[src/rtl/pll_lock_monitor.sv]
module pll_lock_monitor #(
  parameter int NARROW_TICKS = 4,
  parameter int WIDE_TICKS   = 9,
  parameter int LOCK_COUNT   = 4
) (
  input  logic clk,
  input  logic rst_n,
  input  logic ref_pulse,
  input  logic vco_pulse,
  input  logic win_wide,
  input  logic single_shot,
  input  logic detect_en,
  input  logic synth_rst,
  input  logic reprog,
  output logic lock
);
  localparam int TW = $clog2(WIDE_TICKS + 2);
  localparam int CW = $clog2(LOCK_COUNT + 1);
  localparam logic [TW-1:0] AGE_MAX = {TW{1'b1}};
  localparam logic [CW-1:0] FULL = CW'(LOCK_COUNT);

  logic ref_q, vco_q;
  logic waiting, vco_free, latched;
  logic [TW-1:0] wcnt, age;
  logic [CW-1:0] cnt;

  wire [TW-1:0] win = win_wide ? TW'(WIDE_TICKS) : TW'(NARROW_TICKS);
  wire ref_rise = ref_pulse & ~ref_q;
  wire vco_rise = vco_pulse & ~vco_q;
  wire clr      = reprog | synth_rst;
  wire lead_hit = ref_rise & (vco_rise | (vco_free & (age <= win)));
  wire lag_hit  = waiting & ~ref_rise & vco_rise;
  wire stale    = waiting & ref_rise;
  wire time_out = waiting & ~ref_rise & ~vco_rise & (wcnt >= win);
  wire hit      = lead_hit | lag_hit;
  wire miss     = stale | time_out;
  wire full     = (cnt == FULL);

  assign lock = !detect_en ? 1'b1 :
                synth_rst  ? 1'b0 :
                (full | (single_shot & latched));

  always_ff @(posedge clk or negedge rst_n) begin
    if (!rst_n) begin
      ref_q    <= 1'b0;
      vco_q    <= 1'b0;
      waiting  <= 1'b0;
      wcnt     <= '0;
      vco_free <= 1'b0;
      age      <= '0;
      cnt      <= '0;
      latched  <= 1'b0;
    end else begin
      ref_q <= ref_pulse;
      vco_q <= vco_pulse;
      if (clr) begin
        waiting  <= 1'b0;
        wcnt     <= '0;
        vco_free <= 1'b0;
        age      <= '0;
        cnt      <= '0;
        latched  <= 1'b0;
      end else begin
        if (ref_rise) begin
          waiting <= ~lead_hit;
          wcnt    <= TW'(1);
        end else if (waiting) begin
          if (vco_rise || wcnt >= win) waiting <= 1'b0;
          else wcnt <= wcnt + 1'b1;
        end

        if (vco_rise && !ref_rise && !waiting) begin
          vco_free <= 1'b1;
          age      <= TW'(1);
        end else if (hit) begin
          vco_free <= 1'b0;
        end else if (vco_free && age != AGE_MAX) begin
          age <= age + 1'b1;
        end

        if (hit)       cnt <= stale ? CW'(1) : (full ? FULL : cnt + 1'b1);
        else if (miss) cnt <= '0;

        latched <= latched | (single_shot & full);
      end
    end
  end

  assert_clear_R7: assert property (@(posedge clk) disable iff (!rst_n)
    reprog |=> (cnt == '0 && !latched));
  assert_hold_R9: assert property (@(posedge clk) disable iff (!rst_n)
    synth_rst |=> (cnt == '0 && !waiting));
  assert_miss_R3: assert property (@(posedge clk) disable iff (!rst_n)
    (miss && !hit && !clr) |=> cnt == '0);
  assert_latch_R6: assert property (@(posedge clk) disable iff (!rst_n)
    (latched && !clr) |=> latched);
  assert_count_R4: assert property (@(posedge clk) disable iff (!rst_n)
    (hit && !stale && !clr && cnt == FULL - 1'b1) |=> full);
endmodule

[config.mk]
export PLATFORM = sky130hd
export DESIGN_NAME = pll_lock_monitor
export DESIGN_NICKNAME = d
export VERILOG_FILES = /design/src/rtl/pll_lock_monitor.sv
export SDC_FILE = /design/constraint.sdc
export NUM_CORES = 1
export LEC_CHECK = 0
export CAP_MARGIN = 20
export CORE_MARGIN = 2
export CORE_UTILIZATION = 35
export DETAILED_ROUTE_END_ITERATION = 16
export GPL_ROUTABILITY_DRIVEN = 1
export GPL_TIMING_DRIVEN = 0
export PLACE_DENSITY = 0.5
export RECOVER_POWER = 50
export SLEW_MARGIN = 25
export SYNTH_ARGS = -nofsm -noshare
export SYNTH_HDL_FRONTEND = slang
export SYNTH_SLANG_ARGS = --single-unit
export TNS_END_PERCENT = 30
[constraint.sdc]
create_clock -name clk -period 2.5 [get_ports clk]
set_clock_uncertainty 0.15 [all_clocks]
set_input_delay 0.5 -clock clk [delete_from_list [all_inputs] [get_ports clk]]
set_output_delay 0.5 -clock clk [all_outputs]
set_load 0.05 [all_outputs]
==> summary.txt <==
Slew @ Worst Pin: 0.779 ns
Seq cells post-synth: 16
Min-delay worst type: reg2reg
Reg power frac: 0.548
Vias in the first global route: 823
Setup repair bufs after CTS: 0
First-pass GRT wire length: 3690 microns
# hold bufs at CTS: 0
Non-Filler Instances: 155
Max_cap viols: 0
Number of diodes: 0
Overall routed net length: 2120 microns
Overflow after GRT: 0
Fin. max-slew vios: 0
TritonCTS clock tree: built
Crit path DAT: 2.32 ns
WL per Instance: 13.7 microns
Slew HR: 0.479
Residual DRC: 0
Synth Instances: 112
Port Buffers: 9
Final net count: 145
Initial antenna violation count: 0
Peak Freq: 0.435 GHz
Clock Latency Late Sink: 0.29 ns
GRT Resource Usage Total: 0.144
Post-Route Setup TNS: 0 ns
Via count: 847
Pwr Density: 403 nW/um^2
Syn Area/Cell: 9.45 sq um
Status: completed
Post-CTS Resized: 2
RSZ-0062 raised after global routing: no
CTS clk-pin slew, worst paths: 0.10 ns
Die Area: 3480 sq um
TritonCTS buffer count: 3
Initial DRC Count: 24
Final setup fails: 0
Most common cell after layout, fill and taps aside: dfrtp_1
Yosys warnings: 0
Vias per cell: 5.46
Fin area: 1200 sq um
Peak supply drop: 0.000307 V
Net switching fraction of the power: 0.275
Netlist cell types: 42
Crit path time final: 2.30 ns
Mapped Area: 1060 sq um
Layout area overhead: 13.7%
Clk sinks: 16
Die width: 59.0 microns
Post-synthesis sequential area ratio: 0.378
Syn nets: 131
Post-route ant nets: 0
Pleak: 0.508 nW
Drt first pass iters: 4
H-tree levels: 1
Power Internal: 0.352 mW
Most frequent cells in the layout: 16 x dfrtp_1, 10 x nand2_1, 10 x ha_1, 7 x nor2_1
Placed Area: 1190 sq um
# IOs: 10
Setup Crit Path Kind: in2reg
Largest net degree at the start of global routing: 17
Share of layout cells above drive strength 1: 0.0887
Placer Congestion: 0.759
Post-DP HPWL: 1600 microns
Die height: 59.0 microns
Core Rows: 19
Comb pwr share: 0.158
CTS root buffer: clkbuf_4
CP required: 2.53 ns
Critical Path End Type: flip-flop
Final hold vios: 0
Placed insts: 152
Clk network pwr share: 0.294
Psw: 0.133 mW
Nature of the critical path startpoint: input port
Clock buffer depth: 2
CP Max Fanout: 5
Starting Density: 0.377
Final core utilization: 0.429
Core Region: 2810 sq um
Tcrit/Tclk final: 0.919
## Yosys cell counts
cell	count	area share
a21o_1	1	0.0071
nor2_1	7	0.025
or2_2	1	0.0059
or3_1	2	0.012
nand2b_2	1	0.0083
or4b_4	1	0.013
o311a_1	1	0.0095
ha_1	10	0.12
o32ai_1	1	0.0083
a211oi_4	1	0.019
nand4_1	1	0.0059
o31a_1	1	0.0083
o21ai_2	1	0.0083
a2111oi_0	1	0.0083
buf_6	1	0.011
xor2_1	2	0.017
a211oi_1	1	0.0071
and3_1	2	0.012
nand2b_1	3	0.018
a22oi_1	2	0.014
o21a_1	3	0.021
o2bb2ai_1	2	0.017
nor2b_1	2	0.012
xnor2_1	2	0.017
o21bai_1	1	0.0071
and2b_1	1	0.0071
mux2i_1	1	0.0095
a31oi_1	2	0.012
buf_2	1	0.0047
clkbuf_1	1	0.0035
o21ai_0	5	0.024
o31ai_1	1	0.0071
nor3_1	2	0.0095
a21oi_1	6	0.028
nand2_1	10	0.035
dfrtp_1	16	0.38
and2_1	2	0.012
nand3_1	4	0.019
nand4b_1	1	0.0083
a211o_1	1	0.0083
inv_1	6	0.021
o21ai_1	1	0.0047
## worst max-delay path: stages
cell	delay, ns
dlygate4sd2_1	0.29
ha_1	0.31
or4b_4	0.53
a211oi_4	0.30
nand2_1	0.15
xnor2_1	0.16
a21oi_1	0.08
## stage by stage
step,hold slack [ns],power [mW],setup slack (ns)
floorplan,0.0544,0.318,0.0581
finish,0.376,0.485,0.204
CTS,0.371,0.493,0.0544
global placement,0.348,0.350,-0.360
detailed placement,0.349,0.351,-0.364
global route,0.430,0.510,0.122
## power groups by stage
stage          logic (mW)  clock network (mW)  registers (mW)
6_report           0.0767               0.143           0.266
5_1_grt            0.0861               0.157           0.267
4_1_cts            0.0790               0.148           0.266
3_5_place_dp       0.0799                   0           0.271
3_3_place_gp       0.0790                   0           0.271
2_1_floorplan      0.0476                   0           0.270
## final timing paths
check	from	end	slack, ns	cells after the start
max	win_wide	wcnt[0]	0.20	7
min	latched	latched	0.38	2
max reg2reg	wcnt[0]	wcnt[0]	0.28	7
min reg2reg	latched	latched	0.38	2
max in group asynchronous	rst_n	age[3]	1.15	1
min in group asynchronous	rst_n	latched	0.57	1
## routing by layer
metal  vias up  global-route usage  wire [microns]
met4         0              0.0519              29
met5         -                   0               0
met1       391               0.188            1100
met3         4              0.0459              79
li1        435                   -               -
met2        17               0.224             916
## final cells by class
cell class	instances	area [sq um]
Buffer	3	20.0
Clock buffer	3	22.5
Fill cell	274	1600
Inverter	6	22.5
Multi-Input combinational cell	87	616
Sequential cell	16	400
Tap cell	31	38.8
Timing Repair Buffer	9	83.8
## cell families after synthesis
group                      after synthesis  share of synthesized area
and+or+nand+nor                         40                      0.202
AOI/OAI and AO/OA                       32                      0.219
muxes                                    1                    0.00946
DFF                                     16                      0.378
buffers and inverters                    9                     0.0402
xor gates and xnor gates                 4                     0.0331
adders and majority gates               10                      0.118
## registers in the layout, indices dropped and copies added, names as in the netlist
signal / count
latched: 1
vco_free: 1
vco_q: 1
wcnt: 4
ref_q: 1
cnt: 3
waiting: 1
age: 4
Power figures use the tool's default switching activity.
